`src/rtl/dspwm_pkg.sv`:
```
`timescale 1ns/1ps
// Package: shared width default and output-control encoding for the
// dual-slope PWM timer. Assumes nothing beyond IEEE 1800-2017.
package dspwm_pkg;

    localparam int CNT_W = 16;

    typedef enum logic [1:0] {
        CTL_OFF    = 2'b00,
        CTL_TOGGLE = 2'b01,
        CTL_NONINV = 2'b10,
        CTL_INV    = 2'b11
    } ctl_e;

endpackage

```
`src/rtl/dspwm_counter.sv`:
```
`timescale 1ns/1ps
// dspwm_counter: up/down count engine. Counts from zero up to top_val, turns
// round there (the TOP value is held for one tick) and counts back to zero.
// Reports the slope phase and the bottom/top tick events combinationally.
// Assumes top_val is normally 3 or more. A count already at or above
// top_val while rising turns round at once, so the count never wraps.
module dspwm_counter #(
    parameter int W = dspwm_pkg::CNT_W
) (
    input  logic         clk,
    input  logic         rst_n,
    input  logic         tick,
    input  logic [W-1:0] top_val,
    output logic [W-1:0] cnt_q,
    output logic         rising,
    output logic         bottom_ev,
    output logic         top_ev
);

    localparam logic [W-1:0] STEP = W'(1);

    logic up_q;
    logic is_zero;
    logic reach_top;

    // Decode the count position and slope for this cycle.
    always_comb begin
        is_zero   = (cnt_q == '0);
        reach_top = up_q && !is_zero && (cnt_q >= top_val);
        rising    = is_zero || (up_q && !reach_top);
        bottom_ev = tick && is_zero;
        top_ev    = tick && reach_top;
    end

    // Step the count and direction on each enabled tick.
    always_ff @(posedge clk) begin
        if (!rst_n) begin
            cnt_q <= '0;
            up_q  <= 1'b1;
        end else if (tick) begin
            if (up_q) begin
                if (reach_top) begin
                    up_q  <= 1'b0;
                    cnt_q <= cnt_q - STEP;
                end else begin
                    cnt_q <= cnt_q + STEP;
                end
            end else if (is_zero) begin
                up_q  <= 1'b1;
                cnt_q <= cnt_q + STEP;
            end else begin
                cnt_q <= cnt_q - STEP;
            end
        end
    end

endmodule

```
`src/rtl/dspwm_cmp_unit.sv`:
```
`timescale 1ns/1ps
// dspwm_cmp_unit: one compare channel. Holds a shadow buffer and an active
// compare value, copies the buffer to the active value on the bottom tick,
// detects matches and drives the registered waveform pin and match strobe.
// Assumes bottom_ev, rising and cnt come from dspwm_counter in the same cycle.
module dspwm_cmp_unit
    import dspwm_pkg::*;
#(
    parameter int W = CNT_W
) (
    input  logic         clk,
    input  logic         rst_n,
    input  logic         tick,
    input  logic         wr_en,
    input  logic [W-1:0] wr_data,
    input  logic         bottom_ev,
    input  logic [W-1:0] cnt,
    input  logic         rising,
    input  logic [1:0]   ctl,
    input  logic         tog_en,
    output logic [W-1:0] act_q,
    output logic         hit_q,
    output logic         pin_q
);

    logic [W-1:0] buf_q;
    logic [W-1:0] eff_cmp;
    logic         hit;
    logic         drive_on;
    logic         wave_q;
    logic         wave_nxt;

    // Capture software writes into the shadow buffer.
    always_ff @(posedge clk) begin
        if (!rst_n)     buf_q <= '0;
        else if (wr_en) buf_q <= wr_data;
    end

    // Promote the buffer to the active value only at the bottom tick.
    always_ff @(posedge clk) begin
        if (!rst_n)         act_q <= '0;
        else if (bottom_ev) act_q <= buf_q;
    end

    // Work out the match and the next waveform level.
    always_comb begin
        eff_cmp  = bottom_ev ? buf_q : act_q;
        hit      = tick && (cnt == eff_cmp);
        wave_nxt = wave_q;
        drive_on = 1'b0;
        unique case (ctl_e'(ctl))
            CTL_NONINV: begin
                drive_on = 1'b1;
                if (hit) wave_nxt = !rising;
            end
            CTL_INV: begin
                drive_on = 1'b1;
                if (hit) wave_nxt = rising;
            end
            CTL_TOGGLE: begin
                drive_on = tog_en;
                if (hit && tog_en) wave_nxt = !wave_q;
            end
            default: begin
                drive_on = 1'b0;
            end
        endcase
    end

    // Register the waveform state, the pin and the match strobe.
    always_ff @(posedge clk) begin
        if (!rst_n) begin
            wave_q <= 1'b0;
            pin_q  <= 1'b0;
            hit_q  <= 1'b0;
        end else begin
            wave_q <= wave_nxt;
            pin_q  <= drive_on & wave_nxt;
            hit_q  <= hit;
        end
    end

endmodule

```
`src/rtl/dspwm_timer.sv`:
```
`timescale 1ns/1ps
// dspwm_timer: dual-slope centre-aligned PWM timer with two compare channels.
// TOP comes from the period register (top_sel=0) or channel A's active value
// (top_sel=1). All strobes and pins are registered: they reflect the tick
// sampled at the previous clock edge. Assumes tick is a synchronous enable.
module dspwm_timer #(
    parameter int             W       = dspwm_pkg::CNT_W,
    parameter logic [W-1:0]   TOP_RST = {W{1'b1}}
) (
    input  logic         clk,
    input  logic         rst_n,
    input  logic         tick,
    input  logic         top_sel,
    input  logic         top_wr,
    input  logic         cmp_a_wr,
    input  logic         cmp_b_wr,
    input  logic [W-1:0] wr_data,
    input  logic [1:0]   ctl_a,
    input  logic [1:0]   ctl_b,
    output logic         out_a,
    output logic         out_b,
    output logic         flg_ovf,
    output logic         flg_top_fix,
    output logic         flg_cmp_a,
    output logic         flg_cmp_b
);

    localparam int NUM_CH = 2;

    logic [W-1:0]        top_reg_q;
    logic [W-1:0]        top_val;
    logic [W-1:0]        cnt_w;
    logic                rising_w;
    logic                bottom_ev;
    logic                top_ev;
    logic [NUM_CH-1:0]   ch_wr;
    logic [NUM_CH-1:0]   ch_tog;
    logic [NUM_CH-1:0]   ch_hit;
    logic [NUM_CH-1:0]   ch_pin;
    logic [1:0]          ch_ctl [NUM_CH];
    logic [W-1:0]        ch_act [NUM_CH];
    logic [W-1:0]        act_a_w;
    logic [W-1:0]        act_b_w;

    // Hold the directly written period register.
    always_ff @(posedge clk) begin
        if (!rst_n)      top_reg_q <= TOP_RST;
        else if (top_wr) top_reg_q <= wr_data;
    end

    // Gather per-channel controls and pick the TOP source.
    always_comb begin
        ch_wr     = {cmp_b_wr, cmp_a_wr};
        ch_ctl[0] = ctl_a;
        ch_ctl[1] = ctl_b;
        act_a_w   = ch_act[0];
        act_b_w   = ch_act[1];
        top_val   = top_sel ? act_a_w : top_reg_q;
    end

    dspwm_counter #(.W(W)) counter_i (
        .clk       (clk),
        .rst_n     (rst_n),
        .tick      (tick),
        .top_val   (top_val),
        .cnt_q     (cnt_w),
        .rising    (rising_w),
        .bottom_ev (bottom_ev),
        .top_ev    (top_ev)
    );

    for (genvar ch = 0; ch < NUM_CH; ch++) begin : g_ch
        if (ch == 0) begin : g_tog_a
            assign ch_tog[ch] = top_sel;
        end else begin : g_tog_off
            assign ch_tog[ch] = 1'b0;
        end

        dspwm_cmp_unit #(.W(W)) unit_i (
            .clk       (clk),
            .rst_n     (rst_n),
            .tick      (tick),
            .wr_en     (ch_wr[ch]),
            .wr_data   (wr_data),
            .bottom_ev (bottom_ev),
            .cnt       (cnt_w),
            .rising    (rising_w),
            .ctl       (ch_ctl[ch]),
            .tog_en    (ch_tog[ch]),
            .act_q     (ch_act[ch]),
            .hit_q     (ch_hit[ch]),
            .pin_q     (ch_pin[ch])
        );
    end

    // Register the bottom and period-register TOP strobes.
    always_ff @(posedge clk) begin
        if (!rst_n) begin
            flg_ovf     <= 1'b0;
            flg_top_fix <= 1'b0;
        end else begin
            flg_ovf     <= bottom_ev;
            flg_top_fix <= top_ev && !top_sel;
        end
    end

    // Route channel results to the ports.
    always_comb begin
        out_a     = ch_pin[0];
        out_b     = ch_pin[1];
        flg_cmp_a = ch_hit[0];
        flg_cmp_b = ch_hit[1];
    end

endmodule

```
`config.mk`:
```
export PLATFORM = sky130hd
export DESIGN_NAME = dspwm_timer
export DESIGN_NICKNAME = d
export VERILOG_FILES = /design/src/rtl/dspwm_pkg.sv /design/src/rtl/dspwm_counter.sv /design/src/rtl/dspwm_cmp_unit.sv /design/src/rtl/dspwm_timer.sv
export SDC_FILE = /design/constraint.sdc
export NUM_CORES = 1
export LEC_CHECK = 0
export ABC_CLOCK_PERIOD_IN_PS = 3700
export BUFFER_PORTS_ARGS = -buffer_cell sky130_fd_sc_hd__buf_4
export CAP_MARGIN = 20
export CORE_UTILIZATION = 60
export DETAILED_ROUTE_END_ITERATION = 8
export PLACE_DENSITY = 0.79
export SETUP_SLACK_MARGIN = 0.2
export SLEW_MARGIN = 10
export SYNTH_ARGS = -nofsm -noshare
export SYNTH_HDL_FRONTEND = slang
export SYNTH_SLANG_ARGS = --single-unit
export TNS_END_PERCENT = 100
```
`constraint.sdc`:
```
create_clock -name clk -period 3.7 [get_ports clk]
set_input_delay 0.185 -clock clk [delete_from_list [all_inputs] [get_ports clk]]
set_output_delay 0.185 -clock clk [all_outputs]
set_load 0.005 [all_outputs]
```
---- Word level (Yosys, flattened, before mapping) ----
Index checks and enable logic that the tools add are counted.
operators by class
  eq/ne operators ......................... 7
  add/sub/neg operators ................... 2
  order comparisons ....................... 1
  mux-type cells .......................... 18
  bitwise operators ....................... 2
  reductions and logical operators ........ 18
operators with widths
  kind                                                                  number
  16-bit 2-to-1 mux                                                     6
  16-bit == test                                                        2
  16-bit by 1-bit adder with 16-bit output, second input constant       1
  16-bit greater-or-equal comparator                                    1
  16-bit zero test                                                      1
  16-bit by 1-bit subtractor with 16-bit output, second input constant  1
  1-bit logical AND                                                     9
  1-bit 2-to-1 mux                                                      9
  2-bit == test, second input constant                                  4
  1-bit zero test                                                       5
  1-bit one-hot mux with 2 select lines                                 2
  2-bit OR reduction                                                    2
  1-bit one-hot mux with 3 select lines                                 1
  1-bit bitwise AND                                                     2
  2-bit by 1-bit == test with 1-bit output, second input constant       1
  1-bit logical OR                                                      1
word-level totals
  input port bits ......................... 27
  output and inout port bits .............. 6
  register bits ........................... 105
  word-level logic and storage cells ...... 63

---- Longest topological paths before layout ----
  depth after elaboration ................. 11
  mapped depth ............................ 13
  mapped depth without buffers ............ 10

---- By module ----
Synthesis repeated with hierarchy kept, for this count alone.
unflattened totals
  cell total of the unflattened synthesis .. 567
  area, all modules ....................... 5491.5 sq um
modules (own cells, without submodules)
  module          seq. area each (sq um)  cells an instance  times used  area each (sq um)
  dspwm_cmp_unit  700.7                   143                2           1478.9
  dspwm_counter   340.3                   205                1           1659.1
  dspwm_timer     360.3                   76                 1           874.6

---- Worst setup path before layout ----
Ideal clock, no wire load.
  path type ............................... in2reg
  from .................................... input top_sel
  to ...................................... register counter_i.cnt_q[3]
  arrival time ............................ 3.277 ns
  setup slack ............................. 0.290 ns
  stages .................................. 13
  path buffers ............................ 3
  required time ........................... 3.568 ns
  library setup time ...................... 0.132 ns
  path through ............................ clkbuf_1 > clkbuf_1 > mux2i_1 > ha_1 > a211oi_1 > o211ai_1 > a221oi_1 > o211a_1 > clkbuf_1 > nor2_1 > a221o_1 > nand2_1 > a21oi_1
between the ends
  word-level cells in the longest chain between the ends .. 5
RTL lines
  element                             line                 source
  start, declared                     dspwm_timer.sv:13    input logic top_sel,
  16-bit 2-to-1 mux                   dspwm_timer.sv:58    top_val = top_sel ? act_a_w : top_reg_q;
  16-bit greater-or-equal comparator  dspwm_counter.sv:29  reach_top = up_q && !is_zero && (cnt_q >= top_val);
  1-bit logical AND                   dspwm_counter.sv:29
  16-bit 2-to-1 mux                   dspwm_counter.sv:42  if (reach_top) begin
  16-bit 2-to-1 mux                   dspwm_counter.sv:41  if (up_q) begin
  end signal, assigned                dspwm_counter.sv:44  cnt_q <= cnt_q - STEP;
  end signal, assigned                dspwm_counter.sv:46  cnt_q <= cnt_q + STEP;
  end signal, assigned                dspwm_counter.sv:50  cnt_q <= cnt_q + STEP;
  end, declared                       dspwm_counter.sv:14  output logic [W-1:0] cnt_q,
No other way between the ends.
A chain may end at the register's enable or synchronous reset.

---- Worst setup path in the final report ----
  from .................................... register counter_i.cnt_q[13]
  to ...................................... register g_ch[0].unit_i.pin_q
between the ends
  word-level cells in the longest chain between the ends .. 11
  elaborated cells between the ends (all ways) .. 19
  classes of those cells .................. order compare: 1; eq/ne: 1; mux: 5; bitwise: 1; reduce/logical: 11
RTL lines
  element                                                                     line                  source
  branches (longest 9 deep; another with 16-bit greater-or-equal comparator)  --
  1-bit one-hot mux with 3 select lines (*)                                   dspwm_cmp_unit.sv:51  unique case (ctl_e'(ctl))
  1-bit bitwise AND (*)                                                       dspwm_cmp_unit.sv:78  pin_q <= drive_on & wave_nxt;
  end signal, assigned                                                        dspwm_cmp_unit.sv:78
  end, declared                                                               dspwm_cmp_unit.sv:23  output logic pin_q
Every way passes the cells marked *.

==> impl_metrics.tcl <==
set metrics [dict create \
    crit_chain "nor3_1 > nand4_2 > or4_1 > nand3b_1 > o2111ai_1 > or4b_4 > mux2_2 > nor3_1" \
    period_minus_slack_ps 3291 \
    wire_per_inst_um 21.45 \
    dieArea_sq_um 9714 \
    yosys_warnings 0 \
    startpoint_type "register" \
    syn_to_final_growth_pct 11.56 \
    max_stage_delay_ps 610 \
    clockBufferDepth 2 \
    worstPathArrival_ps 3610 \
    setup-tns-final_ps 0 \
    drc 0 \
    place_ws_ps 320.3 \
    cts-root-buf "clkbuf_8" \
    clk_pin_slew_ps 130 \
    core-area_sq_um 8891 \
    grt-ovfl-total 0 \
    start_util 0.6292 \
    cts-buffers-inserted 9 \
    fin_ws_ps 408.7 \
    yosys-top-cells-area "dfxtp_1, mux2i_1, nand2_1" \
    final_hold_viol_count 0 \
    clock-sinks 105 \
    status "complete, no violations" \
    syn_nets 720 \
    grt_pass1_vias 4992 \
    ys_ff_latch 105 \
    drive_gt1_frac 0.1223 \
    async_flop_share 0 \
    vias_per_cell 6.459 \
    p_total_mw 2.492 \
    fp.dieH_um 98.56 \
    worstRegToRegCells 8 \
    ir_drop_mv 0.3409 \
    clk_latency_ps 400 \
    syn_area_per_cell_sq_um 8.300 \
    worstSetupPathType "reg2reg" \
    drtAntennaViolNets 0 \
    required_ps 4020 \
    maxCapViolations 0 \
    fmax_ghz 0.3038 \
    fin_nets 744 \
    hpwl_um 12720 \
    h-tree-depth 3 \
    grt_usage 0.3755 \
    die_w_um 98.56 \
    holdPathEnd "top_reg_q[1]$_SDFFE_PN1P_" \
    grt_max_degree 38 \
    synth_cell_types 63 \
    io_pins 33 \
    r2r_slack_ps 410 \
    dr.pass1.iters 4 \
    synth_area_sq_um 5594 \
    drtIter0Drc 387 \
    synth-edff-count 0 \
    synth_cells 674 \
    antenna_cells 0 \
    vias 5238 \
    synth_top_area_cell "dfxtp_1" \
    r2r_start "counter_i.cnt_q[13]$_SDFFE_PN0P_" \
    gp_congestion 0.9719 \
    cts_tree "done" \
    worst_setup_path_end_kind "register" \
    antenna_found_initial 0 \
    min_from "wr_data[1]" \
    worstHoldPathType "in2reg" \
    slew_viol_final 0 \
    finClkSkew_ps 21.69 \
    powerDensity_nw_per_um2 399.2 \
    cp_common_cell "nor3_1" \
    slowest_stage "or4b_4" \
    placement.io_buffers 32 \
    rsz0062_at_grt "false" \
    wirelength_um 17400 \
    tightest_slew_ps 767.4 \
    num-fill-cells 718 \
    rows 34 \
    cts_setup_buffers 0 \
    p_leak_nw 2.640 \
    synth.top_cell.area_share 0.3758 \
    grt_first_pass_wirelength_um 27800 \
    hold_depth 3 \
    r2r_end "g_ch[0].unit_i.pin_q$_SDFF_PN0_" \
    min_period_over_period 0.8895 \
    final-setup-viol-count 0 \
    cp_max_fo 9 \
    ys.flop_type "dfxtp_1" \
    relSlewSlack 0.4865 \
    yosysSeqAreaShare 0.3758 \
]
==> how the worst max path moves through the flow <==
stage                                           from                               to  slack (ps)
detailed placement  counter_i.cnt_q[13]$_SDFFE_PN0P_  g_ch[0].unit_i.pin_q$_SDFF_PN0_         320
CTS                 counter_i.cnt_q[13]$_SDFFE_PN0P_  g_ch[0].unit_i.pin_q$_SDFF_PN0_         300
finish              counter_i.cnt_q[13]$_SDFFE_PN0P_  g_ch[0].unit_i.pin_q$_SDFF_PN0_         410
floorplan                                    top_sel  counter_i.cnt_q[3]$_SDFFE_PN0P_         290
global route        counter_i.cnt_q[13]$_SDFFE_PN0P_  g_ch[0].unit_i.pin_q$_SDFF_PN0_         260
global placement    counter_i.cnt_q[13]$_SDFFE_PN0P_  g_ch[0].unit_i.pin_q$_SDFF_PN0_         330
==> cell usage after synthesis, drive strengths merged (2+ instances only) <==
cell,instances
dfxtp,105
nand2,100
mux2i,70
nor2,62
a21oi,48
clkbuf,37
nor3,30
inv,23
o21ai,20
ha,19
xnor2,18
nand3,15
nor4,10
a31oi,9
nand2b,9
buf,7
o21a,7
and2,6
nand4,6
xor2,6
a211oi,5
and3,5
o211ai,5
o2111ai,4
mux2,3
o221ai,3
o22ai,3
o2bb2ai,3
or4,3
a21boi,2
a21o,2
a221oi,2
a311oi,2
nor2b,2
o2111a,2
o211a,2
or3,2
==> power breakdown <==
part	total [mW]	internal, mW	switching, mW
Clock	0.822	0.343	0.479
Sequential	1.23	1.18	0.0438
Combinational	0.442	0.180	0.262
Total	2.49	1.71	0.785
==> cells by family after synthesis <==
kind of cell | count (synthesis) | synth area share
AND/OR/NAND/NOR | 257 | 0.2183
adder cells (fa/ha/maj) | 19 | 0.04250
XOR/XNOR | 24 | 0.03758
flip-flops | 105 | 0.3758
buffers and inverters | 68 | 0.04786
AO/OA/AOI/OAI | 128 | 0.1467
multiplexers | 73 | 0.1313
==> metrics by stage <==
| step | util | hold WS [ps] | instance area [sq um] | cells |
|---|---|---|---|---|
| floorplan | - | 313.1 | 5594 | 674 |
| global placement | 0.6753 | 417.5 | 6005 | 795 |
| detailed placement | 0.6753 | 430.0 | 6005 | 795 |
| CTS | 0.7014 | 19.46 | 6236 | 811 |
| global route | 0.7019 | 16.05 | 6241 | 811 |
| finish | 0.7019 | 14.54 | 6241 | 811 |
==> per-layer routing <==
| metal | global-route usage | share of wire | vias to the layer above |
|---|---|---|---|
| li1 | - | - | 2427 |
| met1 | 0.4971 | 0.43 | 2472 |
| met2 | 0.6013 | 0.45 | 283 |
| met3 | 0.05603 | 0.076 | 56 |
| met4 | 0.1860 | 0.042 | 0 |
| met5 | 0 | 0 | - |
==> cell type report <==
type | count | area [sq um] | area share
timing repair buffer | 57 | 452.9 | 0.07257
clock inverter | 7 | 107.6 | 0.01724
tap | 108 | 135.1 | 0.02165
sequential | 105 | 2102 | 0.3368
clock buffer | 9 | 123.9 | 0.01985
multi-input combinational | 501 | 3229 | 0.5174
inverter | 24 | 90.09 | 0.01443
==> layout by cell type, fill, tap and decap left out, types with 15 or more instances in the layout <==
master / instances
a21oi_1: 48
buf_4: 55
dfxtp_1: 105
ha_1: 19
inv_1: 22
mux2i_1: 70
nand2_1: 100
nand3_1: 15
nor2_1: 61
nor3_1: 26
o21ai_0: 20
xnor2_1: 18
==> state kept, by name, summed over array words and instances, names as in the netlist <==
signal and cells:
counter_i.cnt_q 16, counter_i.up_q 1, flg_ovf 1, flg_top_fix 1
g_ch.unit_i.act_q 32, g_ch.unit_i.buf_q 32, g_ch.unit_i.hit_q 2, g_ch.unit_i.pin_q 2
g_ch.unit_i.wave_q 2, top_reg_q 16
==> what timing repair did <==
action                                  CTS  global route
hold buffers                              0             0
endpoints found under the hold margin     0             0
gates resized for setup                   0             1
endpoints found under the setup margin    0             1
==> critical path: cells and delay by family, from the launching register on <==
kind / cells / cell delay, ps
simple gates: 6 / 2290
mux: 1 / 300
compound gates: 1 / 150
flops: 1 / 470
Note: power is estimated with default switching activity, not from simulation.
